`config.mk`:
```
export PLATFORM = sky130hd
export DESIGN_NAME = evt_cnt_pair
export DESIGN_NICKNAME = d
export VERILOG_FILES = /design/src/rtl/evt_cnt_pkg.sv /design/src/rtl/evt_prescaler.sv /design/src/rtl/evt_src_tick.sv /design/src/rtl/evt_byte_cnt.sv /design/src/rtl/evt_cnt_pair.sv
export SDC_FILE = /design/constraint.sdc
export NUM_CORES = 1
export LEC_CHECK = 0
export ABC_AREA = 1
export BUFFER_PORTS_ARGS = -buffer_cell sky130_fd_sc_hd__buf_2
export CAP_MARGIN = 20
export CORE_MARGIN = 4
export CORE_UTILIZATION = 35
export DETAILED_ROUTE_END_ITERATION = 16
export PLACE_DENSITY = 0.53
export SYNTH_ARGS = -nofsm -noshare
export SYNTH_HDL_FRONTEND = slang
export SYNTH_SLANG_ARGS = --single-unit
```
`constraint.sdc`:
```
create_clock -name clk_i -period 4.5 [get_ports clk_i]
set_input_delay 0.225 -clock clk_i [delete_from_list [all_inputs] [get_ports clk_i]]
set_output_delay 0.225 -clock clk_i [all_outputs]
set_load 0.02 [all_outputs]
```
`src/rtl/evt_cnt_pkg.sv`:
```
package evt_cnt_pkg;
  localparam int unsigned TAPS   = 3;
  localparam int unsigned ADDR_W = 2;
  localparam int unsigned FLAG_W = 2;

  typedef enum logic [1:0] {
    SRC_DIV2 = 2'b00,
    SRC_DIV4 = 2'b01,
    SRC_DIV8 = 2'b10,
    SRC_PIN  = 2'b11
  } src_sel_e;

  typedef enum logic [1:0] {
    EDG_RISE = 2'b00,
    EDG_FALL = 2'b01,
    EDG_BOTH = 2'b10,
    EDG_NONE = 2'b11
  } edge_sel_e;

  localparam logic [ADDR_W-1:0] ADDR_LO   = 2'd0;
  localparam logic [ADDR_W-1:0] ADDR_HI   = 2'd1;
  localparam logic [ADDR_W-1:0] ADDR_STAT = 2'd2;
endpackage

```
`src/rtl/evt_prescaler.sv`:
```
module evt_prescaler #(
  parameter int unsigned TAPS = 3
) (
  input  logic            clk_i,
  input  logic            rst_ni,
  output logic [TAPS-1:0] tap_o
);
  logic [TAPS-1:0] div_q;

  always_ff @(posedge clk_i or negedge rst_ni) begin
    if (!rst_ni) div_q <= '0;
    else         div_q <= div_q + 1'b1;
  end

  // tap k pulses once every 2^(k+1) cycles
  for (genvar k = 0; k < TAPS; k++) begin : g_tap
    assign tap_o[k] = &div_q[k:0];
  end
endmodule

```
`src/rtl/evt_src_tick.sv`:
```
module evt_src_tick
  import evt_cnt_pkg::*;
#(
  parameter int unsigned SYNC_STAGES = 2
) (
  input  logic            clk_i,
  input  logic            rst_ni,
  input  logic [TAPS-1:0] tap_i,
  input  logic            evt_i,
  input  logic [1:0]      src_i,
  input  logic [1:0]      edge_i,
  input  logic            gate_i,
  output logic            tick_o
);
  logic [SYNC_STAGES-1:0] sync_q;
  logic                   prev_q;
  logic                   rise, fall, pin_tick, src_tick;

  always_ff @(posedge clk_i or negedge rst_ni) begin
    if (!rst_ni) begin
      sync_q <= '0;
      prev_q <= 1'b0;
    end else begin
      sync_q <= {sync_q[SYNC_STAGES-2:0], evt_i};
      prev_q <= sync_q[SYNC_STAGES-1];
    end
  end

  assign rise = sync_q[SYNC_STAGES-1] & ~prev_q;
  assign fall = ~sync_q[SYNC_STAGES-1] & prev_q;

  always_comb begin
    unique case (edge_sel_e'(edge_i))
      EDG_RISE: pin_tick = rise;
      EDG_FALL: pin_tick = fall;
      EDG_BOTH: pin_tick = rise | fall;
      default:  pin_tick = 1'b0;
    endcase
  end

  always_comb begin
    unique case (src_sel_e'(src_i))
      SRC_DIV2: src_tick = tap_i[0];
      SRC_DIV4: src_tick = tap_i[1];
      SRC_DIV8: src_tick = tap_i[2];
      default:  src_tick = pin_tick;
    endcase
  end

  assign tick_o = src_tick & gate_i;
endmodule

```
`src/rtl/evt_byte_cnt.sv`:
```
module evt_byte_cnt #(
  parameter int unsigned CNT_W = 8
) (
  input  logic             clk_i,
  input  logic             rst_ni,
  input  logic             clr_i,
  input  logic             inc_i,
  output logic [CNT_W-1:0] cnt_o,
  output logic             wrap_o
);
  logic [CNT_W-1:0] cnt_q;

  always_ff @(posedge clk_i or negedge rst_ni) begin
    if (!rst_ni)    cnt_q <= '0;
    else if (clr_i) cnt_q <= '0;
    else if (inc_i) cnt_q <= cnt_q + 1'b1;
  end

  assign cnt_o  = cnt_q;
  assign wrap_o = inc_i & ~clr_i & (&cnt_q);
endmodule

```
`src/rtl/evt_cnt_pair.sv`:
```
module evt_cnt_pair
  import evt_cnt_pkg::*;
#(
  parameter int unsigned CNT_W       = 8,
  parameter int unsigned SYNC_STAGES = 2
) (
  input  logic              clk_i,
  input  logic              rst_ni,
  input  logic              mode_split_i,
  input  logic [1:0]        lo_src_i,
  input  logic [1:0]        lo_edge_i,
  input  logic              lo_evt_i,
  input  logic              lo_gate_i,
  input  logic [1:0]        hi_src_i,
  input  logic [1:0]        hi_edge_i,
  input  logic              hi_evt_i,
  input  logic              hi_gate_i,
  input  logic              reg_we_i,
  input  logic [ADDR_W-1:0] reg_addr_i,
  input  logic [FLAG_W-1:0] reg_wdata_i,
  output logic [CNT_W-1:0]  reg_rdata_o
);
  localparam int unsigned NCH = 2;

  logic [TAPS-1:0]  tap;
  logic [NCH-1:0]   tick;
  logic [NCH-1:0]   evt_v, gate_v;
  logic [1:0]       src_v  [NCH];
  logic [1:0]       edge_v [NCH];
  logic [CNT_W-1:0] lo_cnt, hi_cnt;
  logic             lo_wrap, hi_wrap, hi_inc;
  logic             lo_clr, hi_clr, stat_wr;
  logic             lo_ovf_q, hi_ovf_q;

  assign evt_v     = {hi_evt_i, lo_evt_i};
  assign gate_v    = {hi_gate_i, lo_gate_i};
  assign src_v[0]  = lo_src_i;
  assign src_v[1]  = hi_src_i;
  assign edge_v[0] = lo_edge_i;
  assign edge_v[1] = hi_edge_i;

  evt_prescaler #(.TAPS(TAPS)) u_pre (
    .clk_i (clk_i),
    .rst_ni(rst_ni),
    .tap_o (tap)
  );

  for (genvar c = 0; c < NCH; c++) begin : g_src
    evt_src_tick #(.SYNC_STAGES(SYNC_STAGES)) u_src (
      .clk_i (clk_i),
      .rst_ni(rst_ni),
      .tap_i (tap),
      .evt_i (evt_v[c]),
      .src_i (src_v[c]),
      .edge_i(edge_v[c]),
      .gate_i(gate_v[c]),
      .tick_o(tick[c])
    );
  end

  assign lo_clr  = reg_we_i && (reg_addr_i == ADDR_LO);
  assign hi_clr  = reg_we_i && (reg_addr_i == ADDR_HI);
  assign stat_wr = reg_we_i && (reg_addr_i == ADDR_STAT);

  evt_byte_cnt #(.CNT_W(CNT_W)) u_lo (
    .clk_i (clk_i),
    .rst_ni(rst_ni),
    .clr_i (lo_clr),
    .inc_i (tick[0]),
    .cnt_o (lo_cnt),
    .wrap_o(lo_wrap)
  );

  // cascade: carry from low byte replaces the high source
  assign hi_inc = mode_split_i ? tick[1] : lo_wrap;

  evt_byte_cnt #(.CNT_W(CNT_W)) u_hi (
    .clk_i (clk_i),
    .rst_ni(rst_ni),
    .clr_i (hi_clr),
    .inc_i (hi_inc),
    .cnt_o (hi_cnt),
    .wrap_o(hi_wrap)
  );

  // set wins over a same-cycle write-one-to-clear
  always_ff @(posedge clk_i or negedge rst_ni) begin
    if (!rst_ni) begin
      lo_ovf_q <= 1'b0;
      hi_ovf_q <= 1'b0;
    end else begin
      if (mode_split_i && lo_wrap)        lo_ovf_q <= 1'b1;
      else if (stat_wr && reg_wdata_i[0]) lo_ovf_q <= 1'b0;
      if (hi_wrap)                        hi_ovf_q <= 1'b1;
      else if (stat_wr && reg_wdata_i[1]) hi_ovf_q <= 1'b0;
    end
  end

  always_comb begin
    reg_rdata_o = '0;
    unique case (reg_addr_i)
      ADDR_LO:   reg_rdata_o = lo_cnt;
      ADDR_HI:   reg_rdata_o = hi_cnt;
      ADDR_STAT: reg_rdata_o[1:0] = {hi_ovf_q, lo_ovf_q};
      default:   reg_rdata_o = '0;
    endcase
  end
endmodule

```
==> flow_metrics.env, run 1 <==
export IMPL_status="complete, no violations"
export IMPL_drt_wl_total_um=3820
export IMPL_cts_resized=0
export IMPL_core_sq_mm=0.00469
export IMPL_htreeDepth=1
export IMPL_grt_max_degree=28
export IMPL_ant_nets=0
export IMPL_fmax_mhz=570
export IMPL_synth_cell_types=25
export IMPL_cp_num_buf_inv=0
export IMPL_power_density_mw_per_mm2=317
export IMPL_fin_skew_ns=0.00270
export IMPL_p_leak_nw=1.06
export IMPL_setup_slack_ns=2.75
export IMPL_max_slew_worst_pin_slew_ns=0.632
export IMPL_cpLargestDelayFamily="simple AND/OR/NAND/NOR gates"
export IMPL_grtUsageMet3=0.0302
export IMPL_min_period_ns=1.75
export IMPL_antenna_found_initial=0
export IMPL_gr_usage_all_layers=0.136
export IMPL_multi_input_area_sq_um=857
export IMPL_synth_area_sq_mm=0.00169
export IMPL_worstPathCellList="ha_1 -> ha_1 -> o21ai_0 -> nand3_1 -> nand2_1 -> nor2_1 -> nand4_2 -> nand4_1 -> nand2_1"
export IMPL_synth_warnings=0
export IMPL_hp_class="input pin to flop"
export IMPL_top_usage_layer="met2"
export IMPL_ys_ff_latch=27
export IMPL_global_route_usage_met1=0.181
export IMPL_r2r_start="u_pre.div_q[0]"
export IMPL_slowest_stage="dfrtp_1"
export IMPL_clk_path_buf_depth=2
export IMPL_final_cells=302
export IMPL_fp_dieArea_sq_mm=0.00600
export IMPL_wl_per_cell_um=12.6
export IMPL_hpwl_um=2960
export IMPL_grt_overflow_total=0
export IMPL_endpoint_kind="flop"
export IMPL_drc_errors=0
export IMPL_report_final_setup_viol=0
export IMPL_slowest_delay_ns=0.40
export IMPL_max_vdd_ir_drop_mv=0.214
export IMPL_yosysSeqAreaShare=0.400
export IMPL_drive_gt1_frac=0.169
export IMPL_min_from="hi_evt_i"
export IMPL_yosys_most_used_dff="dfrtp_1"
export IMPL_async_flop_share=1.00
export IMPL_cts_tree="done"
export IMPL_post_place_ws_ns=2.70
export IMPL_relSlewSlack=0.579
export IMPL_critPathKind="flop to flop"
export IMPL_routabilityCongestion=0.803
export IMPL_clk_latency_ns=0.27
export IMPL_syn_num_nets=245
export IMPL_fin_nets=277
export IMPL_cts_sinks=27
export IMPL_start_util=0.360
export IMPL_seq_area_sq_um=676
export IMPL_cts_buffers=3
export IMPL_r2r_slack_ns=2.75
export IMPL_rsz0062_at_grt="no"
export IMPL_drt_pass1_iter_count=4
export IMPL_setup_tns_ns=0
export IMPL_min_period_over_period=0.390
export IMPL_synth_edff_count=0
export IMPL_boundaryPins=28
export IMPL_die_h_um=77.4
export IMPL_portBuffers=27
export IMPL_crit_start="u_pre.div_q[0]"
export IMPL_chipWidth_um=77.4
export IMPL_syn_inst=217
export IMPL_clk_pin_slew_ns=0.09
export IMPL_cap_violations=0
export IMPL_rows=25
export IMPL_vias_per_cell=4.85
export IMPL_drt_iter0_markers=52
export IMPL_crit_fanout=8
export IMPL_avgSynthCellArea_sq_um=7.78
export IMPL_num_fill_cells=498
export IMPL_syn_to_final_growth_pct=15.0
export IMPL_place_inst=297
export IMPL_critPathRequiredTime_ns=4.66
export IMPL_antennaDiodeCount=0
export IMPL_grt_pass1_vias=1453
export IMPL_startpoint_type="flop"
export IMPL_vias=1465
export IMPL_grt_pass1_wl_um=6680
export IMPL_finalHoldViolCount=0
export IMPL_grtUsageMet2=0.231
export IMPL_report_final_slew_viol_count=0
export IMPL_cts_root_buffer="clkbuf_8"
export IMPL_crit_arrival_ns=1.92
[final timing paths]
path | end | depth (start not counted)
setup / recovery | u_hi.cnt_o[3] | 9
max in group asynchronous | u_pre.div_q[0] | 2
setup reg to reg | u_hi.cnt_o[3] | 9
hold reg to reg | g_src[1].u_src.sync_q[1] | 0
hold / removal | g_src[1].u_src.sync_q[0] | 1
min in group asynchronous | g_src[0].u_src.prev_q | 2
[final cells by class]
class,instances,area share
Multi-Input combinational cell,149,0.442
Sequential cell,27,0.348
Inverter,40,0.0774
Timing Repair Buffer,28,0.0748
Tap cell,54,0.0348
Clock buffer,4,0.0232
[state kept, by name, summed over array words and instances (netlist names)]
signal and count:
g_src.u_src.sync_q 4, g_src.u_src.prev_q 2, u_hi.cnt_o 8, u_pre.div_q 3, u_lo.cnt_o 8, hi_ovf_q 1
lo_ovf_q 1
[metrics by stage]
stage	hold slack (ns)	total power [mW]	area, sq um	util
3_3_place_gp	0.292	0.479	1890	0.402
4_1_cts	0.0374	0.629	1940	0.414
6_report	0.0524	0.615	1940	0.414
2_1_floorplan	-0.0706	0.421	1690	-
5_1_grt	0.0320	0.663	1940	0.414
3_5_place_dp	0.284	0.478	1890	0.402
[power breakdown]
part | switching [mW] | internal (mW)
clock | 0.0767 | 0.0635
sequential | 0.0452 | 0.275
combinational | 0.0939 | 0.0605
total | 0.216 | 0.399
[cells in the final DEF, fill, tap and decap left out, drive strengths merged, types with 3 or more instances in the layout]
| master | instances |
|---|---|
| clkbuf | 4 |
| o22ai | 3 |
| nand4 | 24 |
| buf | 27 |
| a21oi | 4 |
| nand3 | 16 |
| nor2 | 15 |
| nand2 | 49 |
| dfrtp | 27 |
| o21ai | 13 |
| inv | 40 |
| xor2 | 8 |
| ha | 8 |
| nor3 | 4 |
[layer usage]
layer  share of wire  vias up  wire (um)
met1            0.47      664       1800
met2            0.48       18       1840
met4          0.0050        0         19
met5               0        -          0
met3           0.042        2        162
li1                -      781          -
[Yosys cell counts (2+ instances only)]
master | number | share of area
nand2_1 | 44 | 0.098
inv_1 | 40 | 0.089
dfrtp_1 | 27 | 0.40
nand4_1 | 22 | 0.082
nand3_1 | 15 | 0.044
nor2_1 | 13 | 0.029
o21ai_0 | 13 | 0.039
ha_1 | 8 | 0.059
xor2_1 | 8 | 0.042
a21oi_1 | 4 | 0.012
nand2_2 | 4 | 0.015
nor3_1 | 3 | 0.0089
o22ai_1 | 3 | 0.011
nand4_2 | 2 | 0.015
[what timing repair did]
| item | in CTS | in global routing |
|---|---|---|
| endpoints found under the hold margin | 27 | 0 |
| buffers inserted | 0 | 0 |
| hold buffers | 1 | 0 |
[cell families (layout without fill, tap and decap cells)]
kind of cell / count (synthesis) / count (layout) / synth area share
AOI/OAI and AO/OA: 23 / 23 / 0.0756
xor gates and xnor gates: 8 / 8 / 0.0415
adders and majority gates: 8 / 8 / 0.0593
buffers and inverters: 41 / 72 / 0.0919
DFF: 27 / 27 / 0.400
and+or+nand+nor: 110 / 110 / 0.331
Note: power is estimated with default switching activity, not from simulation.
==> inputs of run 2 (changes only) <==
--- a/config.mk
+++ b/config.mk
@@ -11,7 +11,7 @@
 export CORE_MARGIN = 4
 export CORE_UTILIZATION = 35
 export DETAILED_ROUTE_END_ITERATION = 16
-export PLACE_DENSITY = 0.53
+export PLACE_DENSITY = 0.55
 export SYNTH_ARGS = -nofsm -noshare
 export SYNTH_HDL_FRONTEND = slang
 export SYNTH_SLANG_ARGS = --single-unit
==> constraint.sdc (replaced) <==
create_clock -name clk_i -period 1.4 [get_ports clk_i]
set_input_delay 0.07 -clock clk_i [delete_from_list [all_inputs] [get_ports clk_i]]
set_output_delay 0.07 -clock clk_i [all_outputs]
set_load 0.02 [all_outputs]
==> run 2 against run 1 <==
Net effect: the flow now finishes with violations (negative setup slack); utilization grew 4.7 points; sequential share of layout area fell by 3.6 points; final cell count increased by 5.6%; non-clock buffer count up 17; largest cell class unchanged; routed wire length increased by 5.2%; total power grew to 3.4 times the previous value; clock skew is 0.0046 ns higher; worst setup slack got worse by 2.9 ns; via count increased by 7.7%; flip-flop and latch count is the same.
==> flow_metrics.env, run 2 (synthesis gave the netlist of run 1 again) <==
export IMPL_max_vdd_ir_drop_mv=0.801
export IMPL_drt_wl_total_um=4010
export IMPL_r2r_slack_ns=-0.17
export IMPL_setup_tns_ns=-2.18
export IMPL_grt_pass1_wl_um=6930
export IMPL_vias_per_cell=4.95
export IMPL_fin_total_pwr_mw=2.10
export IMPL_fin_area_sq_mm=0.00216
export IMPL_power_density_mw_per_mm2=969
export IMPL_hp_class="input pin to flop"
export IMPL_boundaryPins=28
export IMPL_wl_met3_um=111
export IMPL_worstPathCellList="ha_1 -> nand2_1 -> nand2_1 -> nor2_1 -> nor2_1 -> nor2_2 -> nand4_4 -> nand4_1 -> nand2_1"
export IMPL_vias=1578
export IMPL_path_depth=9
export IMPL_failed_checks="negative setup slack"
export IMPL_grt_overflow_total=0
export IMPL_routabilityCongestion=0.814
export IMPL_drive_gt1_frac=0.260
export IMPL_report_final_setup_viol=17
export IMPL_routed_wl_met2_um=1990
export IMPL_start_util=0.360
export IMPL_report_final_slew_viol_count=0
export IMPL_crit_fanout=8
export IMPL_core_sq_mm=0.00469
export IMPL_startpoint_type="flop"
export IMPL_regToRegEndpoint="u_hi.cnt_o[7]"
export IMPL_final_common_cell="nand2_1"
export IMPL_syn_to_final_growth_pct=28.2
export IMPL_status="finished, violations left"
export IMPL_post_place_ws_ns=-0.226
export IMPL_chipWidth_um=77.4
export IMPL_layout_common_cells="nand2_1, inv_1, dfrtp_1, buf_2, nand4_1"
export IMPL_gr_usage_all_layers=0.142
export IMPL_routed_top_layer="met4"
export IMPL_cts_tree="done"
export IMPL_cp_num_buf_inv=0
export IMPL_htreeDepth=1
export IMPL_relSlewSlack=0.567
export IMPL_finalHoldViolCount=0
export IMPL_clk_latency_ns=0.28
export IMPL_rr_worst_depth=9
export IMPL_min_period_over_period=1.12
export IMPL_drt_pass1_iter_count=4
export IMPL_rows=25
export IMPL_critPathRequiredTime_ns=1.57
export IMPL_clk_path_buf_depth=2
export IMPL_cpLargestDelayFamily="simple AND/OR/NAND/NOR gates"
export IMPL_antennaDiodeCount=0
export IMPL_num_fill_cells=475
export IMPL_crit_arrival_ns=1.74
export IMPL_fin_nets=294
export IMPL_fp_dieArea_sq_mm=0.00600
export IMPL_crit_start="g_src[0].u_src.sync_q[1]"
export IMPL_crit_path_end="u_hi.cnt_o[7]"
export IMPL_min_period_ns=1.57
export IMPL_critPathKind="flop to flop"
export IMPL_cap_violations=0
export IMPL_die_h_um=77.4
export IMPL_cpMostUsedCell="nand2_1"
export IMPL_rsz0062_at_grt="yes"
export IMPL_hpwl_um=2980
export IMPL_portBuffers=27
export IMPL_clk_pin_slew_ns=0.10
export IMPL_slowest_stage="dfrtp_1"
export IMPL_drt_iter0_markers=120
export IMPL_r2r_start="g_src[0].u_src.sync_q[1]"
export IMPL_endpoint_kind="flop"
export IMPL_cts_buffers=3
export IMPL_cts_root_buffer="clkbuf_8"
export IMPL_fmax_mhz=637
export IMPL_setup_slack_ns=-0.171
export IMPL_slowest_delay_ns=0.41
export IMPL_final_util=0.461
export IMPL_grt_pass1_vias=1532
export IMPL_p_leak_nw=1.15
export IMPL_wl_per_cell_um=12.6
export IMPL_ant_nets=0
export IMPL_wl_met1_um=1890
export IMPL_max_slew_worst_pin_slew_ns=0.649
export IMPL_drc_errors=0
export IMPL_fin_skew_ns=0.00727
export IMPL_placed_area_sq_mm=0.00202
export IMPL_cts_sinks=27
export IMPL_antenna_found_initial=0
export IMPL_grt_max_degree=28
-- run 2: changes by cell type in the layout (fill, tap and decap cells not counted), sizes merged --
cell	previous run	this run
buf	27	42
dlygate4sd3	1	3
clkbuf	4	3
clkinvlp	0	1
-- run 2: report_power, final --
| part | internal (mW) | switching [mW] | total, mW | leakage, nW |
|---|---|---|---|---|
| registers | 0.885 | 0.118 | 1.00 | 0.349 |
| logic | 0.272 | 0.356 | 0.628 | 0.779 |
| clock network | 0.202 | 0.264 | 0.466 | 0.0217 |
| total | 1.36 | 0.737 | 2.10 | 1.15 |
-- run 2: worst min-delay path by stage --
stage                         startpoint                        to  slack [ns]  depth (start not counted)
after floorplan                   rst_ni     g_src[0].u_src.prev_q       -0.23                          0
after global placement            rst_ni  g_src[0].u_src.sync_q[1]        0.13                          1
after detailed placement          rst_ni     g_src[0].u_src.prev_q        0.14                          1
after CTS                 reg_wdata_i[1]                  hi_ovf_q         0.1                          4
after global routing      reg_wdata_i[1]                  hi_ovf_q        0.12                          4
final                     reg_wdata_i[1]                  hi_ovf_q         0.1                          4
-- run 2: worst min-delay path: stages --
cell and delay [ns]:
buf_2 0.07, nand4_1 0.08, nand2_1 0.06, nand2_1 0.05
-- run 2: cell type report --
class                           instances  area, sq um  share of cell area
Multi-Input combinational cell        149          943               0.436
Sequential cell                        27          676               0.312
Timing Repair Buffer                   45          278               0.128
Inverter                               40          150              0.0694
Tap cell                               54         67.6              0.0312
Clock buffer                            3         41.3              0.0191
Clock inverter                          1         7.51             0.00347
-- run 2: through the flow --
step	cells	hold WS, ns
6_report	319	0.0974
5_1_grt	319	0.116
4_1_cts	319	0.0967
3_5_place_dp	312	0.135
3_3_place_gp	312	0.132
2_1_floorplan	217	-0.226
-- run 2: routing by layer --
layer | global-route usage | vias up
met5 | 0 | -
met4 | 0.0285 | 0
met3 | 0.0336 | 2
met2 | 0.246 | 18
met1 | 0.180 | 737
li1 | - | 821
-- run 2: repair_timing --
action                                 CTS  global route
endpoints found under the hold margin   29             0
setup endpoints to repair               18            18
setup buffers                            0             0
pin swaps                                2             3
resized for setup                        4            14
hold buffers                             3             0
